===== config.mk =====
export PLATFORM = sky130hd
export DESIGN_NAME = pwm_gen
export DESIGN_NICKNAME = d
export VERILOG_FILES = /design/src/rtl/pwm_pkg.sv /design/src/rtl/pwm_regs.sv /design/src/rtl/pwm_core.sv /design/src/rtl/pwm_gen.sv
export SDC_FILE = /design/constraint.sdc
export NUM_CORES = 1
export LEC_CHECK = 0
export CORE_MARGIN = 2
export CORE_UTILIZATION = 35
export DETAILED_ROUTE_END_ITERATION = 10
export HOLD_SLACK_MARGIN = 0.02
export RECOVER_POWER = 100
export SLEW_MARGIN = 20
export SYNTH_ARGS = -nofsm -noshare
export SYNTH_HDL_FRONTEND = slang
export SYNTH_HIERARCHICAL = 1
export SYNTH_SLANG_ARGS = --single-unit

===== constraint.sdc =====
create_clock -name clk_i -period 3.3 [get_ports clk_i]
set_input_delay 0.33 -clock clk_i [delete_from_list [all_inputs] [get_ports clk_i]]
set_output_delay 0.33 -clock clk_i [all_outputs]
set_load 0.05 [all_outputs]

===== src/rtl/pwm_pkg.sv =====
package pwm_pkg;

  typedef enum logic [1:0] {
    MODE_OFF  = 2'd0,
    MODE_ONE  = 2'd1,
    MODE_CONT = 2'd2,
    MODE_RSV  = 2'd3
  } mode_e;

  // bit 6 ien, 5 inact, 4 p1, 3:2 trig, 1:0 mode
  typedef struct packed {
    logic       ien;
    logic       inact;
    logic       p1;
    logic [1:0] trig;
    mode_e      mode;
  } cfg_t;

  localparam int unsigned CFG_W   = $bits(cfg_t);
  localparam int unsigned ACT_BIT = 17;
  localparam int unsigned LVL_BIT = 16;

  localparam logic [2:0] A_CTRL = 3'd0;
  localparam logic [2:0] A_CFG  = 3'd1;
  localparam logic [2:0] A_RPT  = 3'd2;
  localparam logic [2:0] A_PER  = 3'd3;
  localparam logic [2:0] A_DUR  = 3'd4;

  typedef enum logic [1:0] {
    ST_IDLE = 2'd0,
    ST_ARM  = 2'd1,
    ST_RUN  = 2'd2
  } st_e;

endpackage


===== src/rtl/pwm_regs.sv =====
module pwm_regs
  import pwm_pkg::*;
#(
  parameter int unsigned CNT_W  = 32,
  parameter int unsigned RPT_W  = 8,
  parameter int unsigned DATA_W = 32,
  parameter int unsigned ADDR_W = 3
) (
  input  logic              clk_i,
  input  logic              rst_ni,
  input  logic              we_i,
  input  logic [ADDR_W-1:0] addr_i,
  input  logic [DATA_W-1:0] wdata_i,
  input  logic              active_i,
  input  logic              lvl_i,
  output logic [DATA_W-1:0] rdata_o,
  output cfg_t              cfg_o,
  output logic              free_o,
  output logic [RPT_W-1:0]  rpt_o,
  output logic [CNT_W-1:0]  per_o,
  output logic [CNT_W-1:0]  dur_o
);

  cfg_t             cfg_q;
  logic             free_q;
  logic [RPT_W-1:0] rpt_q;
  logic [CNT_W-1:0] per_q;
  logic [CNT_W-1:0] dur_q;

  always_ff @(posedge clk_i or negedge rst_ni) begin
    if (!rst_ni) begin
      cfg_q  <= '0;
      free_q <= 1'b0;
      rpt_q  <= '0;
      per_q  <= '0;
      dur_q  <= '0;
    end else if (we_i) begin
      case (addr_i)
        ADDR_W'(A_CTRL): free_q <= wdata_i[0];
        ADDR_W'(A_CFG):  cfg_q  <= cfg_t'(wdata_i[CFG_W-1:0]);
        ADDR_W'(A_RPT):  rpt_q  <= wdata_i[RPT_W-1:0];
        ADDR_W'(A_PER):  per_q  <= wdata_i[CNT_W-1:0];
        ADDR_W'(A_DUR):  dur_q  <= wdata_i[CNT_W-1:0];
        default: ;
      endcase
    end
  end

  always_comb begin
    rdata_o = '0;
    case (addr_i)
      ADDR_W'(A_CTRL): rdata_o[0] = free_q;
      ADDR_W'(A_CFG): begin
        rdata_o[CFG_W-1:0] = cfg_q;
        rdata_o[ACT_BIT]   = active_i;
        rdata_o[LVL_BIT]   = lvl_i;
      end
      ADDR_W'(A_RPT): rdata_o[RPT_W-1:0] = rpt_q;
      ADDR_W'(A_PER): rdata_o[CNT_W-1:0] = per_q;
      ADDR_W'(A_DUR): rdata_o[CNT_W-1:0] = dur_q;
      default: ;
    endcase
  end

  assign cfg_o  = cfg_q;
  assign free_o = free_q;
  assign rpt_o  = rpt_q;
  assign per_o  = per_q;
  assign dur_o  = dur_q;

endmodule


===== src/rtl/pwm_core.sv =====
module pwm_core
  import pwm_pkg::*;
#(
  parameter int unsigned CNT_W = 32,
  parameter int unsigned RPT_W = 8
) (
  input  logic             clk_i,
  input  logic             rst_ni,
  input  cfg_t             cfg_i,
  input  logic             free_i,
  input  logic [RPT_W-1:0] rpt_i,
  input  logic [CNT_W-1:0] per_i,
  input  logic [CNT_W-1:0] dur_i,
  input  logic             start_i,
  input  logic             trig_i,
  input  logic             susp_i,
  output logic             pwm_o,
  output logic             evt_o,
  output logic             active_o
);

  localparam logic [CNT_W-1:0] CNT_ONE = CNT_W'(1);
  localparam logic [RPT_W-1:0] RPT_ONE = RPT_W'(1);

  st_e              st_q;
  logic [CNT_W-1:0] cnt_q, per_q, dur_q;
  logic [RPT_W-1:0] rpt_q;
  logic             burst_q, seen_q, evt_q, susp_q, frz_q;

  logic mode_act, susp_act, trig_en, live, pwm_run, launch, stop;

  assign mode_act = (cfg_i.mode == MODE_ONE) || (cfg_i.mode == MODE_CONT);
  assign susp_act = susp_i && !free_i;
  assign trig_en  = cfg_i.trig != 2'b00;
  assign live     = (cnt_q < dur_q) ? cfg_i.p1 : !cfg_i.p1;
  assign pwm_run  = (st_q == ST_RUN) ? live : cfg_i.inact;
  assign pwm_o    = !mode_act ? cfg_i.inact : (susp_q ? frz_q : pwm_run);
  assign active_o = st_q != ST_IDLE;
  assign evt_o    = evt_q;

  always_comb begin
    launch = 1'b0;
    stop   = 1'b0;
    case (st_q)
      ST_IDLE: launch = start_i && !trig_en;
      ST_ARM:  launch = !susp_act && (trig_i || seen_q);
      ST_RUN: begin
        if (!susp_act && cnt_q == per_q) begin
          if (cfg_i.mode == MODE_ONE && burst_q && rpt_q == '0) stop = 1'b1;
          else                                                  launch = 1'b1;
        end
      end
      default: ;
    endcase
  end

  always_ff @(posedge clk_i or negedge rst_ni) begin
    if (!rst_ni) begin
      st_q    <= ST_IDLE;
      cnt_q   <= '0;
      per_q   <= '0;
      dur_q   <= '0;
      rpt_q   <= '0;
      burst_q <= 1'b0;
      seen_q  <= 1'b0;
      evt_q   <= 1'b0;
      susp_q  <= 1'b0;
      frz_q   <= 1'b0;
    end else begin
      evt_q  <= 1'b0;
      susp_q <= susp_act;
      if (susp_act && !susp_q) frz_q <= pwm_o;
      if (!mode_act) begin
        st_q    <= ST_IDLE;
        burst_q <= 1'b0;
        seen_q  <= 1'b0;
      end else if (launch) begin
        // shadow copy at every period start
        st_q   <= ST_RUN;
        cnt_q  <= '0;
        per_q  <= per_i;
        dur_q  <= dur_i;
        seen_q <= 1'b0;
        if (cfg_i.mode == MODE_CONT) begin
          burst_q <= 1'b0;
          rpt_q   <= rpt_i;
          evt_q   <= cfg_i.ien && !susp_act;
        end else if (burst_q && st_q == ST_RUN) begin
          rpt_q <= rpt_q - RPT_ONE;
        end else begin
          burst_q <= 1'b1;
          rpt_q   <= rpt_i;
        end
      end else if (stop) begin
        st_q    <= ST_IDLE;
        burst_q <= 1'b0;
        evt_q   <= cfg_i.ien;
      end else begin
        if (st_q == ST_IDLE && start_i && trig_en) begin
          st_q   <= ST_ARM;
          seen_q <= 1'b0;
        end
        if (st_q == ST_ARM && susp_act && trig_i) seen_q <= 1'b1;
        if (st_q == ST_RUN && !susp_act) cnt_q <= cnt_q + CNT_ONE;
      end
    end
  end

  AST_CNT_BOUND: assert property (@(posedge clk_i) disable iff (!rst_ni)
    (st_q == ST_RUN) |-> (cnt_q <= per_q));

  AST_IDLE_INACT: assert property (@(posedge clk_i) disable iff (!rst_ni)
    (st_q == ST_IDLE && !susp_q) |-> (pwm_o == cfg_i.inact));

  AST_OFF_IDLE: assert property (@(posedge clk_i) disable iff (!rst_ni)
    !mode_act |=> !active_o);

  AST_EVT_GATED: assert property (@(posedge clk_i) disable iff (!rst_ni)
    evt_o |-> $past(cfg_i.ien));

  AST_SUSP_FREEZE: assert property (@(posedge clk_i) disable iff (!rst_ni)
    (susp_q && $past(susp_q) && mode_act && $past(mode_act)) |-> $stable(pwm_o));

endmodule


===== src/rtl/pwm_gen.sv =====
module pwm_gen
  import pwm_pkg::*;
#(
  parameter int unsigned CNT_W  = 32,
  parameter int unsigned RPT_W  = 8,
  parameter int unsigned DATA_W = 32,
  parameter int unsigned ADDR_W = 3
) (
  input  logic              clk_i,
  input  logic              rst_ni,
  input  logic              we_i,
  input  logic [ADDR_W-1:0] addr_i,
  input  logic [DATA_W-1:0] wdata_i,
  output logic [DATA_W-1:0] rdata_o,
  input  logic              start_i,
  input  logic              trig_i,
  input  logic              susp_i,
  output logic              pwm_o,
  output logic              evt_o,
  output logic              active_o,
  output logic              lvl_o
);

  cfg_t             cfg;
  logic             free;
  logic [RPT_W-1:0] rpt;
  logic [CNT_W-1:0] per, dur;

  pwm_regs #(
    .CNT_W (CNT_W),
    .RPT_W (RPT_W),
    .DATA_W(DATA_W),
    .ADDR_W(ADDR_W)
  ) i_regs (
    .clk_i   (clk_i),
    .rst_ni  (rst_ni),
    .we_i    (we_i),
    .addr_i  (addr_i),
    .wdata_i (wdata_i),
    .active_i(active_o),
    .lvl_i   (pwm_o),
    .rdata_o (rdata_o),
    .cfg_o   (cfg),
    .free_o  (free),
    .rpt_o   (rpt),
    .per_o   (per),
    .dur_o   (dur)
  );

  pwm_core #(
    .CNT_W(CNT_W),
    .RPT_W(RPT_W)
  ) i_core (
    .clk_i   (clk_i),
    .rst_ni  (rst_ni),
    .cfg_i   (cfg),
    .free_i  (free),
    .rpt_i   (rpt),
    .per_i   (per),
    .dur_i   (dur),
    .start_i (start_i),
    .trig_i  (trig_i),
    .susp_i  (susp_i),
    .pwm_o   (pwm_o),
    .evt_o   (evt_o),
    .active_o(active_o)
  );

  assign lvl_o = pwm_o;

endmodule


# After elaboration in Yosys (flattened, before gate mapping)
# Cells that the tools add are included.
# Widths: inputs -> output; s select.
# op_classes
addsub	2
magnitude_cmp	1
eq_ne	15
n_mux	39
n_reduce_logical	36
# op_table
cell	n
$mux 32	3
$add 32x1->32 const B	1
$eq 32x32->1	1
$lt 32x32->1	1
$pmux 14 s2	1
$pmux 6 s4	1
$mux 1	23
$mux 8	2
$pmux 8 s2	1
$reduce_and 2->1	8
$logic_and 1x1->1	14
$ne 4x4->1 const B	3
$logic_not 8->1	1
$mux 2	4
$sub 8x1->8 const B	1
$eq 3x2->1 const B	2
$ne 3x3->1 const B	2
$pmux 1 s3	2
$pmux 2 s3	1
$reduce_bool 2->1	3
$logic_not 1->1	5
$pmux 1 s5	1
$eq 2x1->1 const B	2
$eq 2x2->1 const B	2
7 further kinds	8
# totals
ff_bits	191
output_inout_bits	36
wordCells	112

# Logic depth before layout (Yosys ltp)
# Gate-level depths: netlist of run 1.
# depth
ltp_word	9
ltp_mapped	12
ltp_nobuf	12

# Cells and area by module
# Netlist of run 1, hierarchy kept.
# by_module_without_submodules
module	instances	cells_each	area_per_inst_um2
pwm_core	1	603	6137.1
pwm_regs	1	245	3706.1
pwm_gen	1	1	7.5

# Worst setup path after synthesis of run 1
# No wires, ideal clock.
# synth_path
kind	reg-to-output
from	reg i_core.cnt_q[9]
to	out rdata_o[16]
t_arrival_ps	4794
path_slack_ps	-1824
path_stages_with_launch	12
path_buffers	0
cell_sequence	dfrtp_1 -> ha_1 -> a21o_1 -> a21o_1 -> a221o_1 -> a221oi_1 -> o21ai_1 -> a221oi_2 -> xor2_1 -> o311ai_1 -> mux2i_1 -> o21ai_0
# synth_via
elab_chain_cells	6
# synth_rtl
element	line	rtl
start: declaration	pwm_core.sv:26	logic [CNT_W-1:0] cnt_q, per_q, dur_q;
start signal: assignment	pwm_core.sv:104	if (st_q == ST_RUN && !susp_act) cnt_q <= cnt_q + CNT_ONE;
$lt 32x32->1	pwm_core.sv:35	assign live = (cnt_q < dur_q) ? cfg_i.p1 : !cfg_i.p1;
$mux 1	pwm_core.sv:35	
$mux 1	pwm_core.sv:36	assign pwm_run = (st_q == ST_RUN) ? live : cfg_i.inact;
$mux 1 (2 in series)	pwm_core.sv:37	assign pwm_o = !mode_act ? cfg_i.inact : (susp_q ? frz_q : pwm_run);
net lvl_o	pwm_gen.sv:21	output logic lvl_o
$pmux 2 s3	pwm_regs.sv:51	case (addr_i)
end: declaration	pwm_gen.sv:14	output logic [DATA_W-1:0] rdata_o,
# The timed path passes the listed nets, and every way through them passes these cells.

# Worst setup path after layout of run 1
# layout_path
from	reg i_core.cnt_q[9]
to	out rdata_o[16]
# layout_via
elab_chain_cells	6
# layout_rtl
element	line
$lt 32x32->1	pwm_core.sv:35
$mux 1	pwm_core.sv:35
$mux 1	pwm_core.sv:36
$mux 1 (2 in series)	pwm_core.sv:37
$pmux 2 s3	pwm_regs.sv:51
# Every way passes these cells.

==> metrics.cfg, run 1 <==
[power_and_ir_drop]
power_density_nw_per_um2 = 697.4
switching_share_pct = 35.00
power_switching_w = 0.002884
seq_power_share_pct = 42.9
max-vdd-ir-drop_mv = 0.3177
combPwrFrac_pct = 32.0
leakage_nw = 5.360
pwr-share-clk_pct = 25.1
finalPower_w = 0.008240
internal-power_w = 0.005356

[layout]
fin_nets = 1017
post-route-util_pct = 42.53
finalNonFillerCells = 1331
n_fill_cell = 2697
diodes = 0
drive_above_1_share_pct = 18.47
syn2layout_area_growth_pct = 19.94
fin_area_sq_um = 11820

[die]
core_sq_um = 27780
io_pins = 77
die_h_um = 171.8
rows = 61
die_w_um = 171.8
die_area_sq_um = 29500
start_util_pct = 35.46

[clock_network]
cts_root_buf = clkbuf_16
cts_tree = built
clk_latency_ps = 430
htree_levels = 4
cts_inserted_buffers = 17
clock_path_buffers = 2
clock_sinks = 191
path_clk_slew_ps = 70

[critical_path]
startpoint_type = flip-flop
worstPathMaxFanout = 2
worstPathArrival_ps = 3360
critical_path_class = flip-flop to primary output
critPathRequiredTime_ps = 2970
cp-end-kind = primary output

[synth]
synth_top_family_by_area = multiplexers
syn-num-nets = 926
yosys.cell_types.count = 67
syn_inst = 849
ys.flop_type = dfrtp_1
synthAdderAreaFrac_pct = 4.573
yosysSeqAreaShare_pct = 48.52
synth_mux_area_share_pct = 15.19
synth-xor-area-share_pct = 5.335
yosys.area_share.simple_pct = 12.10
synth_area_sq_um = 9851
async_flop_share_pct = 100.0
synth_edf_count = 0
syn_area_per_cell_sq_um = 11.60
ys_seq_elements = 191
yosys_warnings = 6
synth_compound_gate_area_share_pct = 9.806

[global_routing]
grt_overflow = 0
grt_start_max_net_pins = 77
grt_pass1_vias = 7017
antenna_found_initial = 1
grt_usage_pct = 17.33
grt_pass1_wl_um = 39290

[status]
status = complete, but fails checks
violations = capacitance limit, slew limit, setup timing

[sta]
rsz0062_at_grt = yes
fin_crit_ps = 3692
slew_viol_final = 95
finalClockSkew_ps = 8.562
fmax_mhz = 270.8
finalSetupViolCount = 77
period_share_pct = 111.9
hold_slack_ps = 510.1
tightest_slew_ps = 1946
setup_ws_ps = -392.3
hold_viol_final = 0
maxSlewHeadroom_pct = -29.70

[routing]
drt_wl_total_um = 24390
dr.first_iter.drc_count = 451
post_drt_via_cell_ratio = 5.095
dr.pass1.iters = 4
wl_per_cell_um = 18.32
vias = 6781
drc = 0
ant_nets = 0

[min_path]
hp-class = flip-flop to flip-flop

[placed_design]
place_area_sq_um = 11470
placedCellCount = 1297
gp_congestion = 0.8405
hpwl_um = 17420
io_buffers = 76

[job]
cap_violations = 2

-- Yosys cell counts, drive strengths merged, types with 10 or more instances --
cell type  instances  share of area (%)
mux2             114                 14
mux2i             10                1.0
a21o              11               0.84
nor3              10               0.56
and3              12               0.77
a22o              29                2.6
inv               42                1.6
o21ai             51                2.6
nand4             18                1.1
nand3             21                1.1
nor4              12               0.91
buf               31                2.5
nand2             60                2.3
nor2              42                1.9
xor2              52                4.6
a21oi             15               0.80
ha                36                4.6
dfrtp            191                 49
-- layout by cell type, fill, tap and decap left out, drive strengths merged, types with 10 or more instances in the layout --
cell type / Yosys / final
dfrtp: 191 / 191
mux2: 114 / 114
nand2: 60 / 60
xor2: 52 / 52
o21ai: 51 / 51
buf: 31 / 50
inv: 42 / 43
nor2: 42 / 42
clkbuf: 9 / 39
clkdlybuf4s50: 0 / 38
ha: 36 / 36
a22o: 29 / 29
nand3: 21 / 21
nand4: 18 / 18
a21oi: 15 / 15
nor4: 12 / 12
and3: 12 / 12
a21o: 11 / 11
nor3: 10 / 10
mux2i: 10 / 10
-- kinds of logic (layout without fill, tap and decap cells) --
family          after synthesis  after routing
compound gates              140            140
xor+xnor                     60             60
fa+ha+maj                    36             36
buf+inv                      82            186
flops                       191            191
mux                         124            124
simple gates                216            216
-- power by group through the flow --
stage / clock network, W / logic, W / registers [W]
2_1_floorplan: 0 / 0.00190 / 0.00338
3_3_place_gp: 0 / 0.00267 / 0.00355
3_5_place_dp: 0 / 0.00272 / 0.00357
4_1_cts: 0.00211 / 0.00276 / 0.00354
5_1_grt: 0.00222 / 0.00291 / 0.00362
6_report: 0.00207 / 0.00264 / 0.00353
-- worst paths after layout --
path | start | to | slack (ps) | depth (start not counted)
hold reg to reg | i_core/per_q[31] | i_core/per_q[31] | 510 | 1
setup reg to reg | i_core/cnt_q[15] | i_core/per_q[28] | -260 | 9
min in group asynchronous | rst_ni | i_regs/per_o[26] | 1000 | 2
setup / recovery | i_core/cnt_q[9] | rdata_o[16] | -390 | 13
max in group asynchronous | rst_ni | i_core/dur_q[1] | 430 | 3
hold / removal | i_core/per_q[31] | i_core/per_q[31] | 510 | 1
-- state kept, by name, summed over array words and instances (netlist names) --
name and count:
i_core/cnt_q 32, i_core/dur_q 32, i_core/per_q 32, i_regs/dur_o 32, i_regs/per_o 32, i_core/rpt_q 8
i_regs/rpt_o 8, i_regs/cfg_o 7, i_core/st_q 2, i_core/burst_q 1, i_core/evt_o 1, i_core/frz_q 1
i_core/seen_q 1, i_core/susp_q 1, i_regs/free_o 1
-- worst max-delay path: stages (launching register included) --
cell      delay, ps
dfrtp_1         410
ha_4            250
a21o_1          150
a21o_1          150
a221o_1         360
a221oi_2        300
o21ai_2         120
a221oi_2        220
buf_4           170
xor2_2           80
o311ai_4        260
mux2i_2         140
o21ai_4         160
buf_12          150
-- layout make-up --
class                      count  area [sq um]  share of cell area [%]
inverter                      42         157.7                   1.334
timing repair buffer         112          1225                   10.37
sequential                   191          4780                   40.45
tap                          378         473.0                   4.003
clock buffer                  19         442.9                   3.749
clock inverter                13         140.1                   1.186
multi-input combinational    576          4597                   38.91
-- routing by layer --
layer | part of all wire, % | GRT usage (%) | vias up | routed length [um]
met5 | 0.053 | 0 | - | 13
met4 | 0.84 | 3.946 | 2 | 204
met3 | 3.6 | 3.198 | 15 | 888
met2 | 48 | 27.89 | 126 | 11650
met1 | 48 | 24.31 | 3442 | 11630
li1 | - | - | 3196 | -
-- metrics by stage --
step	TNS [ps]	setup slack (ps)
final	-12000	-392.3
after global routing	-43250	-555.3
after CTS	-1322	-521.8
after detailed placement	-142.7	-142.7
after global placement	0	2.497
after floorplan	-319.9	-313.7
-- repair_timing --
action / CTS / global route
hold buffers: 1 / 0
hold endpoints to repair: 73 / 0
endpoints found under the setup margin: 3 / 3
gates resized for setup: 6 / 0
pin swaps: 7 / 2
setup buffers: 2 / 1
No activity file was read; power rests on OpenSTA's default activity.
==> run 2: changes to the inputs <==
--- a/config.mk
+++ b/config.mk
@@ -15,3 +15,4 @@
 export SYNTH_HDL_FRONTEND = slang
 export SYNTH_HIERARCHICAL = 1
 export SYNTH_SLANG_ARGS = --single-unit
+export TNS_END_PERCENT = 10
==> constraint.sdc (replaced) <==
create_clock -name clk_i -period 3.3 [get_ports clk_i]
set_input_delay 0.66 -clock clk_i [delete_from_list [all_inputs] [get_ports clk_i]]
set_output_delay 0.66 -clock clk_i [all_outputs]
set_load 0.05 [all_outputs]
==> metrics.cfg, run 2 (same netlist as run 1, synthesis figures left out) <==
[critical_path]
critPathRequiredTime_ps = 2640
startpoint_type = flip-flop
worstPathMaxFanout = 2
worstPathArrival_ps = 3420
critical_path_class = flip-flop to primary output
cp-end-kind = primary output

[min_path]
hp-class = flip-flop to flip-flop

[die]
rows = 61
start_util_pct = 35.46
die_h_um = 171.8
die_area_sq_um = 29500
core_sq_um = 27780
io_pins = 77
die_w_um = 171.8

[clock_network]
clk_latency_ps = 440
cts_inserted_buffers = 17
clock_path_buffers = 2
htree_levels = 4
cts_root_buf = clkbuf_16
ctsHoldBuffers = 0
cts_tree = built
clock_sinks = 191
path_clk_slew_ps = 70

[sta]
hold_slack_ps = 511.8
slew_viol_final = 0
maxSlewHeadroom_pct = 1.665
finalClockSkew_ps = 15.25
fmax_mhz = 245.4
rsz0062_at_grt = yes
setup_ws_ps = -775.1
period_share_pct = 123.5
finalSetupViolCount = 15
hold_viol_final = 0
tightest_slew_ps = 1475
fin_crit_ps = 4075

[layout]
final_cell_mix = dfrtp_1 (191), mux2_1 (67), nand2_1 (60)
fin_area_sq_um = 12060
n_fill_cell = 2690
layout_commonest_cell = dfrtp_1
fin_nets = 1063
diodes = 0
drive_above_1_share_pct = 20.92
syn2layout_area_growth_pct = 22.46

[power_and_ir_drop]
max-vdd-ir-drop_mv = 0.3372
leakage_nw = 5.550
power_density_nw_per_um2 = 694.2
finalPower_w = 0.008374

[routing]
vias = 6955
drc = 0
drt_wl_total_um = 24670
wl_per_cell_um = 17.92
dr.first_iter.drc_count = 431
dr.pass1.iters = 6
ant_nets = 0
post_drt_via_cell_ratio = 5.051

[global_routing]
grt_pass1_vias = 7221
grt_overflow = 0
antenna_found_initial = 0
grt_pass1_wl_um = 40060
grt_usage_pct = 17.72
grt_start_max_net_pins = 65

[placed_design]
io_buffers = 76
gp_congestion = 0.8594
hpwl_um = 18050
place_area_sq_um = 11870

[status]
violations = setup timing
status = complete, but fails checks

[job]
cap_violations = 0

==> run 2: changes by cell type in the layout (fill, tap and decap cells not counted), moves of 4 or more <==
cell,delta
mux2_4,-14
buf_2,+9
buf_4,+34
clkinv_2,-4
clkbuf_2,+4
mux2_1,+17
buf_12,-6
==> run 2: final timing paths <==
check,depth (start not counted),endpoint,startpoint,slack (ps)
worst max-delay path,14,rdata_o[16],i_core/dur_q[9],-780
worst min-delay path,2,i_core/dur_q[25],i_regs/dur_o[25],510
worst max register to register,10,i_core/per_q[26],i_core/cnt_q[16],90
worst min register to register,2,i_core/dur_q[25],i_regs/dur_o[25],510
max in group asynchronous,2,i_core/rpt_q[0],rst_ni,630
min in group asynchronous,1,i_regs/per_o[27],rst_ni,550
==> run 2: per-layer routing <==
| metal | wire length, um | GRT usage (%) | share of wire (%) | up-vias |
|---|---|---|---|---|
| li1 | - | - | - | 3309 |
| met2 | 11790 | 28.62 | 48 | 139 |
| met5 | 0 | 0 | 0 | - |
| met3 | 1003 | 3.889 | 4.1 | 21 |
| met1 | 11580 | 24.38 | 47 | 3486 |
| met4 | 296 | 3.982 | 1.2 | 0 |
==> run 2: area by class of cell <==
type / instances / area [sq um] / area share (%)
multi-input cells: 576 / 4557 / 37.78
clock buffers: 19 / 442.9 / 3.672
repair buffers: 158 / 1486 / 12.32
flip-flops and latches: 191 / 4780 / 39.62
well taps: 378 / 473.0 / 3.921
clock inverters: 13 / 166.4 / 1.380
inverters: 42 / 157.7 / 1.307
==> run 2: worst max-delay path, cell delays in order, from the launching register on <==
cell,delay (ps)
dfrtp_1,370
inv_2,80
ha_4,200
a21o_1,150
a21o_1,150
a221o_1,370
a221oi_2,330
o21ai_2,130
a221oi_2,220
buf_4,170
xor2_2,80
o311ai_4,270
mux2i_2,140
o21ai_4,160
buf_12,150
==> run 2: metrics by stage <==
| step | std cells | setup TNS (ps) | utilization [%] | setup slack [ps] |
|---|---|---|---|---|
| floorplan | 849 | -999.2 | - | -643.7 |
| global placement | 1344 | -939.5 | 42.74 | -429.9 |
| detailed placement | 1344 | -1160 | 42.74 | -505.8 |
| CTS | 1376 | -2334 | 45.05 | -856.1 |
| global route | 1377 | -11230 | 43.42 | -923.6 |
| finish | 1377 | -5220 | 43.42 | -775.1 |
==> run 2: what timing repair did <==
item	4_1_cts	5_1_grt
pin swaps	6	2
gates resized for setup	6	0
setup endpoints to repair	3	3
setup buffers	0	1
cloned	0	0
==> run 2: report_power, final <==
| group | switching, W | internal, W | leakage, nW |
|---|---|---|---|
| clock network | 0.000976 | 0.00117 | 0.300 |
| registers | 0.000533 | 0.00301 | 2.39 |
| logic | 0.00144 | 0.00124 | 2.86 |
==> run 3: changes to the inputs <==
--- a/config.mk
+++ b/config.mk
@@ -5,8 +5,9 @@
 export SDC_FILE = /design/constraint.sdc
 export NUM_CORES = 1
 export LEC_CHECK = 0
+export CAP_MARGIN = 0
 export CORE_MARGIN = 2
-export CORE_UTILIZATION = 35
+export CORE_UTILIZATION = 45
 export DETAILED_ROUTE_END_ITERATION = 10
 export HOLD_SLACK_MARGIN = 0.02
 export RECOVER_POWER = 100
==> metrics.cfg, run 3 (same netlist as run 1, synthesis figures left out) <==
[job]
cap_violations = 1

[critical_path]
cp-end-kind = primary output
critPathRequiredTime_ps = 2640
critical_path_class = flip-flop to primary output
worstPathArrival_ps = 3440
rr_startpoint = i_core/cnt_q[4]
startpoint_type = flip-flop
worstPathMaxFanout = 2
setup.worst_path.start = i_core/dur_q[9]

[sta]
fmax_mhz = 243.7
finalSetupViolCount = 62
tightest_slew_ps = 1704
hold_slack_ps = 504.5
slew_viol_final = 69
rsz0062_at_grt = yes
setup_tns_ps = -6406
fin_crit_ps = 4104
setup_ws_ps = -803.6
period_share_pct = 124.4
hold_viol_final = 0
maxSlewHeadroom_pct = -13.58
finalClockSkew_ps = 14.08

[global_routing]
grt_pass1_vias = 7226
grt_usage_pct = 21.09
grt_start_max_net_pins = 69
grt_pass1_wl_um = 38570
grt_overflow = 0
antenna_found_initial = 0

[power_and_ir_drop]
power_switching_w = 0.002836
switching_share_pct = 34.40
combPwrFrac_pct = 32.7
leakage_nw = 5.573
seq_power_share_pct = 42.8
internal-power_w = 0.005408
power_density_nw_per_um2 = 692.6
pwr-share-clk_pct = 24.6
max-vdd-ir-drop_mv = 0.3259

[die]
rows = 54
core_sq_um = 21620
io_pins = 77
die_h_um = 152.0
die_w_um = 152.0
start_util_pct = 45.56
die_area_sq_um = 23090

[clock_network]
clock_sinks = 191
clk_latency_ps = 440
cts_root_buf = clkbuf_16
cts_inserted_buffers = 17
path_clk_slew_ps = 70
htree_levels = 4
clock_path_buffers = 2
cts_tree = built
ctsHoldBuffers = 0

[status]
violations = capacitance limit, slew limit, setup timing
status = complete, but fails checks

[placed_design]
placedCellCount = 1245
io_buffers = 76
gp_congestion = 0.8241
place_area_sq_um = 11710
hpwl_um = 16960

[routing]
vias = 6856
ant_nets = 0
dr.pass1.iters = 4
drt_wl_total_um = 23350
wl_per_cell_um = 18.28
post_drt_via_cell_ratio = 5.369
drc = 0
dr.first_iter.drc_count = 372

[min_path]
hp-start = i_core/dur_q[0]
hp-class = flip-flop to flip-flop

[layout]
final_cell_mix = dfrtp_1 (191), mux2_1 (67), buf_4 (61)
fin_area_sq_um = 11900
drive_above_1_share_pct = 20.16
layout_commonest_cell = dfrtp_1
finalNonFillerCells = 1277
fin_nets = 1061
syn2layout_area_growth_pct = 20.84
diodes = 0

[run 3: area by class of cell]
class	count	area, sq um
timing repair buffer	156	1500
multi-input combinational	576	4549
fill	1902	9717
clock buffer	22	454.2
clock inverter	10	112.6
sequential	191	4780
inverter	42	157.7
tap	280	350.3
[run 3: stage by stage]
step	utilization (%)	power (W)	setup slack, ps
CTS	56.86	0.008512	-868.0
global placement	54.14	0.006396	-470.7
detailed placement	54.14	0.006447	-542.3
floorplan	-	0.005282	-643.7
finish	55.06	0.008244	-803.6
global route	55.06	0.008769	-995.3
[run 3: power groups by stage]
stage | clock network, W | registers [W] | logic (W)
2_1_floorplan | 0 | 0.00338 | 0.00190
3_5_place_dp | 0 | 0.00357 | 0.00287
5_1_grt | 0.00218 | 0.00361 | 0.00298
6_report | 0.00203 | 0.00353 | 0.00269
3_3_place_gp | 0 | 0.00356 | 0.00283
4_1_cts | 0.00208 | 0.00353 | 0.00290
[run 3: worst paths after layout]
kind | depth (start not counted) | slack [ps] | endpoint
max | 13 | -800 | rdata_o[16]
min | 1 | 500 | i_core/dur_q[0]
max reg2reg | 9 | -80 | i_core/per_q[12]
min reg2reg | 1 | 500 | i_core/dur_q[0]
max in group asynchronous | 2 | 810 | i_core/dur_q[3]
min in group asynchronous | 1 | 670 | i_regs/per_o[21]
[run 3: worst max-delay path, cell delays in order, from the launching register on]
cell	delay [ps]
dfrtp_1	330
inv_1	60
ha_1	300
a21o_1	180
a21o_1	150
a221o_1	350
a221oi_2	310
o21ai_2	140
a221oi_4	290
xor2_1	150
o311ai_4	250
mux2i_1	160
o21ai_4	190
buf_12	150
[run 3: layer usage]
metal  global-route usage (%)  part of all wire [%]
met1                    28.64                    47
met2                    34.28                    47
met3                    4.250                   3.4
met4                    6.498                   2.1
met5                        0                     0
[run 3: what timing repair did]
action / 4_1_cts / 5_1_grt
resized for setup: 3 / 0
setup endpoints to repair: 3 / 3
setup buffers: 0 / 0
pin swaps: 1 / 0
